## src/rtl/bsync_pkg.sv

```systemverilog
// Shared definitions for the masked group barrier synchronizer.
// Assumes: nothing beyond IEEE 1800-2017 packages.
package bsync_pkg;

    // Per-node barrier state: idle, or parked at a barrier.
    typedef enum logic {
        NODE_IDLE = 1'b0,
        NODE_WAIT = 1'b1
    } node_state_e;

endpackage

```

## src/rtl/bsync_delay_line.sv

```systemverilog
// Fixed-latency pipeline of WIDTH-bit words, DEPTH registers deep.
// Models the status broadcast network and the acknowledge return path.
// Assumes: synchronous active-low reset clears every stage to zero;
// DEPTH of zero degenerates to a wire.
module bsync_delay_line #(
    parameter int WIDTH = 4,
    parameter int DEPTH = 2
) (
    input  logic             clk,
    input  logic             rst_n,
    input  logic [WIDTH-1:0] din,
    output logic [WIDTH-1:0] dout
);

    generate
        if (DEPTH == 0) begin : g_wire
            assign dout = din;
        end else begin : g_regs
            logic [WIDTH-1:0] stage_q [DEPTH];

            // Shift the word one stage per clock.
            always_ff @(posedge clk) begin
                if (!rst_n) begin
                    for (int k = 0; k < DEPTH; k++) stage_q[k] <= '0;
                end else begin
                    stage_q[0] <= din;
                    for (int k = 1; k < DEPTH; k++) stage_q[k] <= stage_q[k-1];
                end
            end

            assign dout = stage_q[DEPTH-1];
        end
    endgenerate

endmodule

```

## src/rtl/bsync_match.sv

```systemverilog
// Group readiness test for one node: every member must show the node's
// own status both at the receivers and in the returned acknowledge.
// Assumes: rx and ack vectors are indexed by node number.
module bsync_match #(
    parameter int N = 4
) (
    input  logic [N-1:0] member,
    input  logic         own,
    input  logic [N-1:0] rx_status,
    input  logic [N-1:0] ack_status,
    output logic         ready
);

    logic [N-1:0] bit_ok;

    generate
        for (genvar j = 0; j < N; j++) begin : g_bit
            // A non-member always passes; a member must match on both paths.
            assign bit_ok[j] = !member[j] ||
                               ((rx_status[j] == own) && (ack_status[j] == own));
        end
    endgenerate

    assign ready = &bit_ok;

endmodule

```

## src/rtl/bsync_node.sv

```systemverilog
// Per-node barrier controller: stores the node's status at arrival,
// holds its membership register (with a deferred write slot used while
// waiting), and pulses done when its group is ready.
// Assumes: rx/ack vectors come from the shared delay lines; a node whose
// membership omits itself is flagged and never released.
module bsync_node
    import bsync_pkg::*;
#(
    parameter int N   = 4,
    parameter int IDX = 0
) (
    input  logic         clk,
    input  logic         rst_n,
    input  logic         arrive_i,
    input  logic         arrive_status_i,
    input  logic         mask_we_i,
    input  logic [N-1:0] mask_wdata_i,
    input  logic [N-1:0] rx_status_i,
    input  logic [N-1:0] ack_status_i,
    output logic         own_status_o,
    output logic         done_o,
    output logic         cfg_err_o
);

    localparam logic [N-1:0] MASK_AT_RESET = {N{1'b1}};

    node_state_e  state_q;
    logic         own_q;
    logic [N-1:0] mask_q;
    logic [N-1:0] pend_q;
    logic         pend_v_q;
    logic         done_q;
    logic         grp_ready;
    logic         waiting;
    logic         can_go;

    bsync_match #(.N(N)) u_match (
        .member     (mask_q),
        .own        (own_q),
        .rx_status  (rx_status_i),
        .ack_status (ack_status_i),
        .ready      (grp_ready)
    );

    assign waiting = (state_q == NODE_WAIT);
    assign can_go  = waiting && mask_q[IDX] && grp_ready;

    // Barrier state, stored status, membership and release pulse.
    always_ff @(posedge clk) begin
        if (!rst_n) begin
            state_q  <= NODE_IDLE;
            own_q    <= 1'b0;
            mask_q   <= MASK_AT_RESET;
            pend_q   <= '0;
            pend_v_q <= 1'b0;
            done_q   <= 1'b0;
        end else begin
            done_q <= can_go;
            if (!waiting) begin
                if (mask_we_i) mask_q <= mask_wdata_i;
                pend_v_q <= 1'b0;
                if (arrive_i) begin
                    state_q <= NODE_WAIT;
                    own_q   <= arrive_status_i;
                end
            end else if (can_go) begin
                state_q  <= NODE_IDLE;
                pend_v_q <= 1'b0;
                if (mask_we_i)     mask_q <= mask_wdata_i;
                else if (pend_v_q) mask_q <= pend_q;
            end else if (mask_we_i) begin
                pend_q   <= mask_wdata_i;
                pend_v_q <= 1'b1;
            end
        end
    end

    assign own_status_o = own_q;
    assign done_o       = done_q;
    assign cfg_err_o    = !mask_q[IDX];

    // release is a single-cycle pulse.
    assert_done_single_R11: assert property (@(posedge clk) disable iff (!rst_n)
        done_q |=> !done_q);

    // a release only follows a cycle in which the node listed itself.
    assert_self_member_R7: assert property (@(posedge clk) disable iff (!rst_n)
        done_q |-> $past(mask_q[IDX]));

    // membership is frozen across consecutive waiting cycles.
    assert_mask_frozen_R8: assert property (@(posedge clk) disable iff (!rst_n)
        (waiting && $past(waiting)) |-> $stable(mask_q));

    // a repeated arrival does not disturb the stored status.
    assert_status_held_R10: assert property (@(posedge clk) disable iff (!rst_n)
        (waiting && $past(waiting)) |-> $stable(own_q));

endmodule

```

## src/rtl/mask_barrier_sync.sv

```systemverilog
// Masked group barrier synchronizer for N nodes. Each node's status is
// broadcast over a BCAST_LAT-cycle network; receipt is confirmed over a
// further ACK_LAT cycles. Nodes release when all group members match.
// Assumes: nodes flip their status at each barrier episode.
module mask_barrier_sync #(
    parameter int N         = 4,
    parameter int BCAST_LAT = 2,
    parameter int ACK_LAT   = 1
) (
    input  logic           clk,
    input  logic           rst_n,
    input  logic [N-1:0]   arrive,
    input  logic [N-1:0]   arrive_status,
    input  logic [N-1:0]   mask_we,
    input  logic [N*N-1:0] mask_wdata,
    output logic [N-1:0]   barrier_done,
    output logic [N-1:0]   cfg_err
);

    logic [N-1:0] own_status;
    logic [N-1:0] rx_status;
    logic [N-1:0] ack_status;

    bsync_delay_line #(.WIDTH(N), .DEPTH(BCAST_LAT)) u_bcast (
        .clk   (clk),
        .rst_n (rst_n),
        .din   (own_status),
        .dout  (rx_status)
    );

    bsync_delay_line #(.WIDTH(N), .DEPTH(ACK_LAT)) u_ack (
        .clk   (clk),
        .rst_n (rst_n),
        .din   (rx_status),
        .dout  (ack_status)
    );

    generate
        for (genvar i = 0; i < N; i++) begin : g_node
            bsync_node #(.N(N), .IDX(i)) u_node (
                .clk             (clk),
                .rst_n           (rst_n),
                .arrive_i        (arrive[i]),
                .arrive_status_i (arrive_status[i]),
                .mask_we_i       (mask_we[i]),
                .mask_wdata_i    (mask_wdata[i*N +: N]),
                .rx_status_i     (rx_status),
                .ack_status_i    (ack_status),
                .own_status_o    (own_status[i]),
                .done_o          (barrier_done[i]),
                .cfg_err_o       (cfg_err[i])
            );

            // a release follows a cycle where the node's own
            // acknowledged status already equalled its stored status.
            assert_ack_before_done_R4: assert property (@(posedge clk) disable iff (!rst_n)
                barrier_done[i] |-> $past(ack_status[i] == own_status[i]));
        end
    endgenerate

endmodule

```

## config.mk

```make
export PLATFORM = sky130hd
export DESIGN_NAME = mask_barrier_sync
export DESIGN_NICKNAME = d
export VERILOG_FILES = /design/src/rtl/bsync_pkg.sv /design/src/rtl/bsync_delay_line.sv /design/src/rtl/bsync_match.sv /design/src/rtl/bsync_node.sv /design/src/rtl/mask_barrier_sync.sv
export SDC_FILE = /design/constraint.sdc
export NUM_CORES = 1
export LEC_CHECK = 0
export BUFFER_PORTS_ARGS = -buffer_cell sky130_fd_sc_hd__buf_2
export CAP_MARGIN = 20
export CORE_MARGIN = 3
export CORE_UTILIZATION = 39
export CTS_CLUSTER_DIAMETER = 30
export DETAILED_ROUTE_END_ITERATION = 10
export GPL_TIMING_DRIVEN = 0
export PLACE_DENSITY_LB_ADDON = 0.1
export SYNTH_ARGS = -nofsm -noshare
export SYNTH_HDL_FRONTEND = slang
export SYNTH_SLANG_ARGS = --single-unit
```

## constraint.sdc

```tcl
create_clock -name clk -period 5.03 [get_ports clk]
set_input_delay 0.503 -clock clk [delete_from_list [all_inputs] [get_ports clk]]
set_output_delay 0.503 -clock clk [all_outputs]
set_load 0.02 [all_outputs]
```

# Word-level counts from Yosys, hierarchy flattened
# Memory sizes are Yosys's and may differ from the RTL's.
# Index checks and enable logic that the tools add are counted.
[word_totals]
regBits = 48
wordCells = 196
out_inout_bits = 8
mem_count = 2
ramBits = 12
[classes]
n_bitwise = 11
n_mux = 38
n_reduce_logical = 81
n_eq_ne = 40
[memory_table]
columns = ["name", "words", "word_bits", "read_ports", "rd_clocked_by_memory_dff", "wr", "line_no", "rtl"]
rows = [
  ["u_bcast.g_regs.stage_q", 2, 4, 2, 0, 2, "bsync_delay_line.sv:19", "logic [WIDTH-1:0] stage_q [DEPTH];"],
  ["u_ack.g_regs.stage_q", 1, 4, 1, 0, 1, "bsync_delay_line.sv:19", ""],
]
[op_table]
columns = ["cell", "n"]
rows = [
  ["$mux 4", 23],
  ["$eq 1x1->1", 32],
  ["$logic_and 1x1->1", 24],
  ["$reduce_and 3->1", 8],
  ["$logic_not 1->1", 16],
  ["$logic_or 1x1->1", 16],
  ["$reduce_and 4->1", 4],
  ["$mux 1", 15],
  ["$ne 3x2->1 const B", 4],
  ["$reduce_or 3->1", 4],
  ["$not 1->1", 9],
  ["$ne 2x2->1 const B", 4],
  ["$reduce_and 2->1", 4],
  ["$reduce_bool 2->1", 4],
  ["$reduce_or 4->1", 1],
  ["$or 1x1->1", 2],
]

# Longest topological paths before layout
# Gate-level depths: netlist of run 1.
[depth]
depth_word = 7
mapped_depth = 7
ltp_nobuf = 5

# Modules after synthesis
# From an unflattened synthesis of run 1, not the netlist that was laid out.
[hier_totals]
hier_cells = 280
area_unflattened_um2 = 2777.7
[modules_own_cells]
columns = ["mod", "cells_each", "area_each_um2", "n_inst"]
rows = [
  ["bsync_node", 50, 534.3, 4],
  ["bsync_match", 13, 73.8, 4],
  ["bsync_delay_line (u_bcast)", 20, 240.2, 1],
  ["bsync_delay_line (u_ack)", 8, 105.1, 1],
]

# Worst setup path before layout of run 1
# Ideal clock, no wire load.
[synth_timing]
kind = "register to register"
from = "register g_node[0].u_node.own_q"
to = "register g_node[0].u_node.pend_q[2]"
path_slack_ns = 3.015
path_stages_with_launch = 8
path_buffers = 2
arrival_ns = 1.897
setup_time_ns = 0.118
synth_period_minus_slack_ns = 2.015
t_required_ns = 4.912
cell_sequence = "dfxtp_1 buf_6 or3_1 and3_4 or4_4 and3_4 buf_6 mux2i_1"
[synth_via]
elab_chain_len = 7
[synth_lines]
columns = ["element", "line_no", "rtl"]
rows = [
  ["from (decl)", "bsync_node.sv:28", "logic own_q;"],
  ["from (signal assigned)", "bsync_node.sv:64", "own_q <= arrive_status_i;"],
  ["$eq 1x1->1", "bsync_match.sv:20", "((rx_status[j] == own) && (ack_status[j] == own));"],
  ["$logic_and 1x1->1", "bsync_match.sv:20", ""],
  ["$logic_or 1x1->1", "bsync_match.sv:19", "assign bit_ok[j] = !member[j] ||"],
  ["$reduce_and 4->1 (*)", "bsync_match.sv:24", "assign ready = &bit_ok;"],
  ["$logic_and 1x1->1 (*)", "bsync_node.sv:46", "assign can_go = waiting && mask_q[IDX] && grp_ready;"],
  ["$not 1->1 (no source line) (*)", "-", ""],
  ["$reduce_and 3->1 (no source line) (*)", "-", ""],
  ["to (signal assigned)", "bsync_node.sv:72", "pend_q <= mask_wdata_i;"],
  ["to (decl)", "bsync_node.sv:30", "logic [N-1:0] pend_q;"],
]
# Every way passes the cells marked *; elsewhere a longest branch is shown, timed or not.
# A chain may end at the register's enable or synchronous reset.

==> flow_metrics.env, run 1 <==
export IMPL_die_width_microns=91.68
export IMPL_via_per_inst=4.866
export IMPL_critPathMaxStageDelay_ps=560
export IMPL_grt_pass1_vias=2167
export IMPL_hold_class="primary input to register"
export IMPL_dp_final_hpwl_mm=4.340
export IMPL_leakagePower_nw=1.545
export IMPL_htree_levels=3
export IMPL_die_area_sq_um=8404
export IMPL_cts_root_buf="clkbuf_8"
export IMPL_path_max_fanout=9
export IMPL_synth_largest_area_cell="dfxtp_1"
export IMPL_drtAntennaViolNets=0
export IMPL_drv_cap=0
export IMPL_synth_area_top_cells="dfxtp_1 42%, mux2i_1 12%, nand2_1 5.2%"
export IMPL_max_slew_margin_rel_pct=60.57
export IMPL_worst_setup_path_type="register to register"
export IMPL_startpoint_type="register"
export IMPL_outcome="finished clean"
export IMPL_clk_latency_ps=340
export IMPL_end_kind="register"
export IMPL_syn_num_nets=337
export IMPL_finalSetupViolations=0
export IMPL_ir_drop_mv=0.2106
export IMPL_synth_edf_count=0
export IMPL_cts_setup_buffers=0
export IMPL_clockBufferDepth=2
export IMPL_tns_ps=0
export IMPL_drive_gt1_share_pct=24.51
export IMPL_crit_required_ps=5260
export IMPL_ys_ff_latch=60
export IMPL_ctsHoldBuffers=0
export IMPL_p_per_area_nw_per_um2=365.2
export IMPL_m1WireLength_mm=2.993
export IMPL_async_flop_share_pct=0
export IMPL_nets=384
export IMPL_port_buffers=36
export IMPL_cts_resized=0
export IMPL_synth_warnings=0
export IMPL_initial_core_util_pct=41.23
export IMPL_grt_usage_pct=15.94
export IMPL_met2_length_mm=2.695
export IMPL_syn_area_per_cell_sq_um=9.325
export IMPL_ys_types=47
export IMPL_vias=2214
export IMPL_synth_area_sq_um=2863
export IMPL_syn_inst=307
export IMPL_cp_common_cell="and3_4"
export IMPL_io_pins=38
export IMPL_cts_inserted_buffers=9
export IMPL_dr_wl_met3_microns=249
export IMPL_multiInputGateArea_sq_um=1440
export IMPL_post_route_min_period_ps=2088
export IMPL_area_growth_syn_to_layout_pct=19.23
export IMPL_die_y_microns=91.68
export IMPL_drt_pass1_iterations=4
export IMPL_cts_tree="built"
export IMPL_grt_first_pass_wirelength_mm=10.56
export IMPL_power_w=0.001246
export IMPL_clock_skew_ps=9.962
export IMPL_diodes=0
export IMPL_antenna_found_initial=0
export IMPL_cts_sinks=60
export IMPL_cts_reportedPaths_clkPinSlew_ps=70
export IMPL_highest_layer="met4"
export IMPL_regArea_sq_um=1201
export IMPL_cp_slowest_cell="or4_4"
export IMPL_slew_violations=0
export IMPL_grt_remaining_overflow=0
export IMPL_wl_per_cell_microns=13.36
export IMPL_synthFlopType="dfxtp_1"
export IMPL_rsz0062_at_grt="false"
export IMPL_drc_errors=0
export IMPL_coreArea_sq_um=6944
export IMPL_nFillCells=679
export IMPL_tightest_slew_ps=583.8
export IMPL_critical_path_arrival_ps=2320
export IMPL_hold_violations=0
export IMPL_whs_ps=401.3
export IMPL_drt_initial_drc_count=36
export IMPL_yosysSeqAreaShare_pct=41.96
export IMPL_synth_top_area_share_pct=41.96
export IMPL_clock_fmax_ghz=0.4790
export IMPL_grt_max_degree=11
export IMPL_cp_cell_sequence="buf_8 > or3_1 > and3_4 > or4_4 > and3_4 > buf_6 > mux2i_1"
export IMPL_min_period_over_period_pct=41.51
export IMPL_rows=30
export IMPL_wirelength_mm=6.077
export IMPL_place_congestion=0.7285
## worst paths after layout
kind / slack, ps / from / endpoint / depth (start not counted)
max reg2reg: 2940 / u_bcast.g_regs.stage_q[0][6] / g_node[0].u_node.pend_q[2] / 7
max: 2940 / u_bcast.g_regs.stage_q[0][6] / g_node[0].u_node.pend_q[2] / 7
min: 400 / arrive_status[2] / g_node[2].u_node.own_status_o / 3
min reg2reg: 420 / u_bcast.g_regs.stage_q[0][2] / u_bcast.g_regs.stage_q[0][6] / 1
## placed cells by master, fill, tap and decap left out, types with 7 or more instances in the layout
cell      count
a211oi_1      7
and2_1       11
dfxtp_1      60
mux2_2        8
nor2_1       21
clkbuf_1      8
buf_2        37
or3_1         9
mux2i_1      35
nand2_1      40
nand3_1      21
buf_4         8
a41oi_1       8
clkbuf_8     13
## routing by layer
layer	up-vias	track usage [%]
met5	-	0
met4	0	7.035
met3	11	5.414
met2	38	24.59
met1	994	20.11
li1	1171	-
## kinds of logic after synthesis
logic type	share of synthesized area [%]
DFF	41.96
and+or+nand+nor	23.56
buffers and inverters	7.736
AOI/OAI and AO/OA	11.36
muxes	15.38
## per-stage QoR
stage | setup slack, ps | util [%] | cells | instance area [sq um]
final | 2942 | 49.15 | 455 | 3413
after global routing | 2872 | 49.15 | 455 | 3413
after CTS | 2932 | 49.15 | 455 | 3413
after detailed placement | 2938 | 45.55 | 439 | 3163
after global placement | 2950 | 45.55 | 439 | 3163
after floorplan | 3015 | - | 307 | 2863
## registers in the layout, indices dropped and copies added (netlist names)
register	cells
g_node.u_node.mask_q	16
g_node.u_node.pend_q	16
u_bcast.g_regs.stage_q	8
g_node.u_node.done_o	4
g_node.u_node.own_status_o	4
g_node.u_node.pend_v_q	4
g_node.u_node.state_q	4
u_ack.g_regs.stage_q	4
## worst max-delay path, delay by kind of cell (launching register included)
kind                   cells  cell delay, ps
muxes                      1             110
and+or+nand+nor            4            1300
DFF                        1             320
buffers and inverters      2             250
## final cells by class
cell class              count  area share (%)
multi-input cells         213           42.19
flip-flops and latches     60           35.19
plain buffers              28           5.828
repair buffers             36           5.279
clock buffers              12           4.545
well taps                  96           3.519
clock inverters             4           2.786
inverters                   6          0.6598
## report_power, final
group          total (W)  switching (W)  internal (W)
Combinational   0.000178      0.0000923     0.0000853
Sequential      0.000527      0.0000208      0.000506
Clock           0.000542       0.000187      0.000356
## synthesized netlist by cell type (2+ instances only)
library cell,instances
or3_1,9
nor3_1,6
a21oi_1,2
o211ai_1,2
buf_8,2
nand2b_1,4
nor2_1,21
inv_1,5
buf_4,8
a41oi_1,8
a211oi_1,7
o211a_1,2
o21ai_0,2
clkbuf_8,2
and3_1,2
mux2_2,8
a31oi_1,2
buf_1,5
nand3_1,21
nand2_1,40
dfxtp_1,60
or2_2,4
buf_6,2
and2_1,11
a21o_1,3
clkbuf_1,7
mux2i_1,35
nor2b_1,6
and3_4,3
No activity file was read; power rests on OpenSTA's default activity.
==> run 2, diff against run 1 <==
==> constraint.sdc (replaced) <==
create_clock -name clk -period 1.86 [get_ports clk]
set_input_delay 0.186 -clock clk [delete_from_list [all_inputs] [get_ports clk]]
set_output_delay 0.186 -clock clk [all_outputs]
set_load 0.02 [all_outputs]
==> flow_metrics.env, run 2 (same netlist as run 1, synthesis figures left out) <==
export IMPL_outcome="finished clean"
export IMPL_io_pins=38
export IMPL_largestRegisters="g_node.u_node.mask_q: 16 flops, g_node.u_node.pend_q: 16 flops, u_bcast.g_regs.stage_q: 8 flops"
export IMPL_grt_first_pass_wirelength_mm=10.09
export IMPL_place_congestion=0.7663
export IMPL_wl_per_cell_microns=13.93
export IMPL_tightest_slew_ps=551.8
export IMPL_post_route_min_period_ps=1838
export IMPL_tns_ps=0
export IMPL_whs_ps=86.62
export IMPL_antenna_found_initial=0
export IMPL_nFillCells=685
export IMPL_wirelength_mm=6.406
export IMPL_hold_violations=0
export IMPL_drv_cap=0
export IMPL_min_period_over_period_pct=98.84
export IMPL_area_growth_syn_to_layout_pct=21.94
export IMPL_rows=30
export IMPL_hold_class="primary input to register"
export IMPL_ctsHoldBuffers=0
export IMPL_clk_latency_ps=340
export IMPL_final_common_cell="dfxtp_1"
export IMPL_die_width_microns=91.68
export IMPL_end_kind="register"
export IMPL_cts_inserted_buffers=9
export IMPL_drtAntennaViolNets=0
export IMPL_clockBufferDepth=2
export IMPL_ir_drop_mv=0.6619
export IMPL_cp_cell_sequence="or3_1 > and3_4 > or4_4 > and3_4 > mux2i_1"
export IMPL_die_area_sq_um=8404
export IMPL_dp_cells=439
export IMPL_drc_errors=0
export IMPL_grt_max_degree=11
export IMPL_cp_common_cell="and3_4"
export IMPL_cts_tree="built"
export IMPL_clock_skew_ps=8.258
export IMPL_cts_reportedPaths_clkPinSlew_ps=70
export IMPL_p_per_area_nw_per_um2=928.9
export IMPL_drt_initial_drc_count=63
export IMPL_initial_core_util_pct=41.23
export IMPL_port_buffers=36
export IMPL_via_per_inst=5.028
export IMPL_cts_sinks=60
export IMPL_leakagePower_nw=1.561
export IMPL_fin_util_pct=50.27
export IMPL_nets=389
export IMPL_worst_setup_path_type="register to register"
export IMPL_grt_remaining_overflow=0
export IMPL_diodes=0
export IMPL_cts_root_buf="clkbuf_8"
export IMPL_die_y_microns=91.68
export IMPL_cp_slowest_cell="or4_4"
export IMPL_path_max_fanout=8
export IMPL_drive_gt1_share_pct=29.95
export IMPL_drt_pass1_iterations=4
export IMPL_layout_cells_non_filler=460
export IMPL_clock_fmax_ghz=0.5439
export IMPL_critPathMaxStageDelay_ps=540
export IMPL_power_w=0.003243
export IMPL_mostFrequentLayoutCells="53 x dfxtp_1, 40 x nand2_1, 36 x buf_2, 35 x mux2i_1, 21 x nor2_1"
export IMPL_rsz0062_at_grt="true"
export IMPL_startpoint_type="register"
export IMPL_grt_pass1_vias=2037
export IMPL_finalSetupViolations=0
export IMPL_slew_violations=0
export IMPL_grt_usage_pct=15.65
export IMPL_critical_path_arrival_ps=2070
export IMPL_vias=2313
export IMPL_htree_levels=3
export IMPL_max_slew_margin_rel_pct=63.21
export IMPL_crit_required_ps=2090
export IMPL_dp_final_hpwl_mm=4.342
export IMPL_coreArea_sq_um=6944
[run 2: path summary, 6_finish.rpt]
check | start | end | slack [ps] | cells after the start
max | u_ack.g_regs.stage_q[0][1] | g_node[0].u_node.pend_q[1] | 20 | 5
min | arrive_status[1] | g_node[1].u_node.own_status_o | 90 | 3
max reg2reg | u_ack.g_regs.stage_q[0][1] | g_node[0].u_node.pend_q[1] | 20 | 5
min reg2reg | u_bcast.g_regs.stage_q[0][1] | u_bcast.g_regs.stage_q[0][5] | 420 | 1
[run 2: power breakdown]
part	total (W)	switching, W	internal [W]
logic	0.000511	0.000255	0.000256
clock network	0.00130	0.000512	0.000790
registers	0.00143	0.0000672	0.00136
[run 2: repair_timing]
item                                    4_1_cts  5_1_grt
endpoints found under the setup margin       20       32
gates resized for setup                      10       13
pin swaps                                     5        8
buffers inserted                              5        7
[run 2: layout make-up]
class	instances	area, sq um	area share, %
Inverter	6	22.52	0.6452
Timing Repair Buffer	48	275.3	7.885
Clock buffer	12	145.1	4.158
Clock inverter	4	72.57	2.079
Sequential cell	60	1222	35.02
Tap cell	96	120.1	3.441
Multi-Input combinational cell	213	1488	42.62
Buffer	21	145.1	4.158
[run 2: metrics by stage]
| stage | area [sq um] | setup WS [ps] |
|---|---|---|
| floorplan | 2869 | -92.65 |
| global placement | 3169 | -159.5 |
| detailed placement | 3169 | -166.8 |
| CTS | 3400 | -2.381 |
| global route | 3491 | -48.79 |
| finish | 3491 | 21.53 |
[run 2: routing by layer]
metal | global-route usage (%) | vias to the layer above | wire length (microns)
met4 | 8.291 | 0 | 127
met1 | 20.77 | 1083 | 3182
met3 | 3.856 | 9 | 222
met5 | 0 | - | 0
met2 | 23.37 | 38 | 2874
li1 | - | 1183 | -
[run 2: critical path: cells and delay by family (launching register included)]
kind | cells | cell delay, ps
mux | 1 | 120
simple gates | 4 | 1230
flops | 1 | 380
==> run 3, diff against run 2 <==
==> constraint.sdc (replaced) <==
create_clock -name clk -period 2.1 [get_ports clk]
set_input_delay 0.21 -clock clk [delete_from_list [all_inputs] [get_ports clk]]
set_output_delay 0.21 -clock clk [all_outputs]
set_load 0.02 [all_outputs]
==> flow_metrics.env, run 3 (same netlist as run 1, synthesis figures left out) <==
export IMPL_die_area_sq_um=8404
export IMPL_tns_ps=0
export IMPL_slew_violations=0
export IMPL_drv_cap=0
export IMPL_grt_pass1_vias=2167
export IMPL_antenna_found_initial=0
export IMPL_outcome="finished clean"
export IMPL_htree_levels=3
export IMPL_rsz0062_at_grt="false"
export IMPL_rows=30
export IMPL_cts_root_buf="clkbuf_8"
export IMPL_cts_tree="built"
export IMPL_clockBufferDepth=2
export IMPL_p_per_area_nw_per_um2=874.3
export IMPL_grt_first_pass_wirelength_mm=10.56
export IMPL_ir_drop_mv=0.5044
export IMPL_coreArea_sq_um=6944
export IMPL_nets=384
export IMPL_cts_inserted_buffers=9
export IMPL_port_buffers=36
export IMPL_whs_ps=110.1
export IMPL_startpoint_type="register"
export IMPL_cts_reportedPaths_clkPinSlew_ps=70
export IMPL_design_area_sq_um=3421
export IMPL_die_width_microns=91.68
export IMPL_dp_final_hpwl_mm=4.340
export IMPL_drt_initial_drc_count=42
export IMPL_io_pins=38
export IMPL_leakagePower_nw=1.547
export IMPL_path_max_fanout=10
export IMPL_power_w=0.002991
export IMPL_layout_cells_non_filler=455
export IMPL_drc_errors=0
export IMPL_drive_gt1_share_pct=25.07
export IMPL_worst_setup_path_type="register to register"
export IMPL_initial_core_util_pct=41.23
export IMPL_min_period_over_period_pct=97.07
export IMPL_dp_cells=439
export IMPL_mostFrequentLayoutCells="59 x dfxtp_1, 40 x nand2_1, 36 x buf_2, 35 x mux2i_1"
export IMPL_via_per_inst=4.866
export IMPL_hold_class="primary input to register"
export IMPL_hold_violations=0
export IMPL_ctsHoldBuffers=0
export IMPL_post_route_min_period_ps=2038
export IMPL_finalSetupViolations=0
export IMPL_final_common_cell="dfxtp_1"
export IMPL_max_slew_margin_rel_pct=60.39
export IMPL_clock_skew_ps=9.303
export IMPL_area_growth_syn_to_layout_pct=19.49
export IMPL_largestRegisters="g_node.u_node.mask_q: 16 flops, g_node.u_node.pend_q: 16 flops, u_bcast.g_regs.stage_q: 8 flops"
export IMPL_dpl_cell_area_sq_um=3163
export IMPL_place_congestion=0.7285
export IMPL_die_y_microns=91.68
export IMPL_critical_path_arrival_ps=2270
export IMPL_tightest_slew_ps=586.5
export IMPL_clk_latency_ps=340
export IMPL_cts_sinks=60
export IMPL_drt_pass1_iterations=4
export IMPL_grt_usage_pct=15.94
export IMPL_wl_per_cell_microns=13.40
export IMPL_end_kind="register"
export IMPL_grt_max_degree=11
export IMPL_clock_fmax_ghz=0.4906
export IMPL_crit_required_ps=2330
export IMPL_drtAntennaViolNets=0
export IMPL_wirelength_mm=6.098
export IMPL_grt_remaining_overflow=0
export IMPL_vias=2214
export IMPL_diodes=0
[run 3: area by class of cell]
cell class	count	area, sq um
plain buffers	26	190.2
clock buffers	12	155.1
clock inverters	4	95.09
fillers	683	3523
inverters	6	22.52
multi-input cells	213	1440
flip-flops and latches	60	1202
well taps	96	120.1
repair buffers	38	195.2
[run 3: per-stage QoR]
stage / worst slack (ps) / util (%)
4_1_cts: 2.099 / 49.15
3_3_place_gp: 19.52 / 45.55
5_1_grt: 1.660 / 49.26
2_1_floorplan: 84.57 / -
6_report: 61.60 / 49.26
3_5_place_dp: 8.488 / 45.55
[run 3: worst paths after layout]
kind                                                      end  slack, ps  cells past startpoint                     startpoint
worst max-delay path               g_node[0].u_node.pend_q[2]         60                      7  g_node[0].u_node.own_status_o
worst min-delay path            g_node[2].u_node.own_status_o        110                      3               arrive_status[2]
worst max register to register     g_node[0].u_node.pend_q[2]         60                      7  g_node[0].u_node.own_status_o
worst min register to register   u_bcast.g_regs.stage_q[0][6]        430                      1   u_bcast.g_regs.stage_q[0][2]
[run 3: power breakdown]
group	total, W	switching, W	internal (W)	leakage [nW]
Combinational	0.000427	0.000219	0.000208	0.929
Sequential	0.00127	0.0000539	0.00121	0.491
Clock	0.00130	0.000446	0.000852	0.127
[run 3: layer usage]
metal  global-route usage, %  up-vias  part of all wire [%]
li1                        -     1169                     -
met1                   20.11      996                    49
met2                   24.59       38                    45
met3                   5.414       11                   4.1
met4                   7.035        0                   2.3
met5                       0        -                     0
[run 3: worst max-delay path, stage by stage, from the launching register on]
cell and delay, ps:
dfxtp_2 310, buf_6 120, or3_1 370, and3_4 200, or4_4 530, and3_4 160
buf_6 120, mux2i_1 110
[run 3: repair_timing]
| action | in CTS | in global routing |
|---|---|---|
| buffers inserted | 0 | 2 |
| setup endpoints to repair | 0 | 9 |
| resized for setup | 0 | 1 |
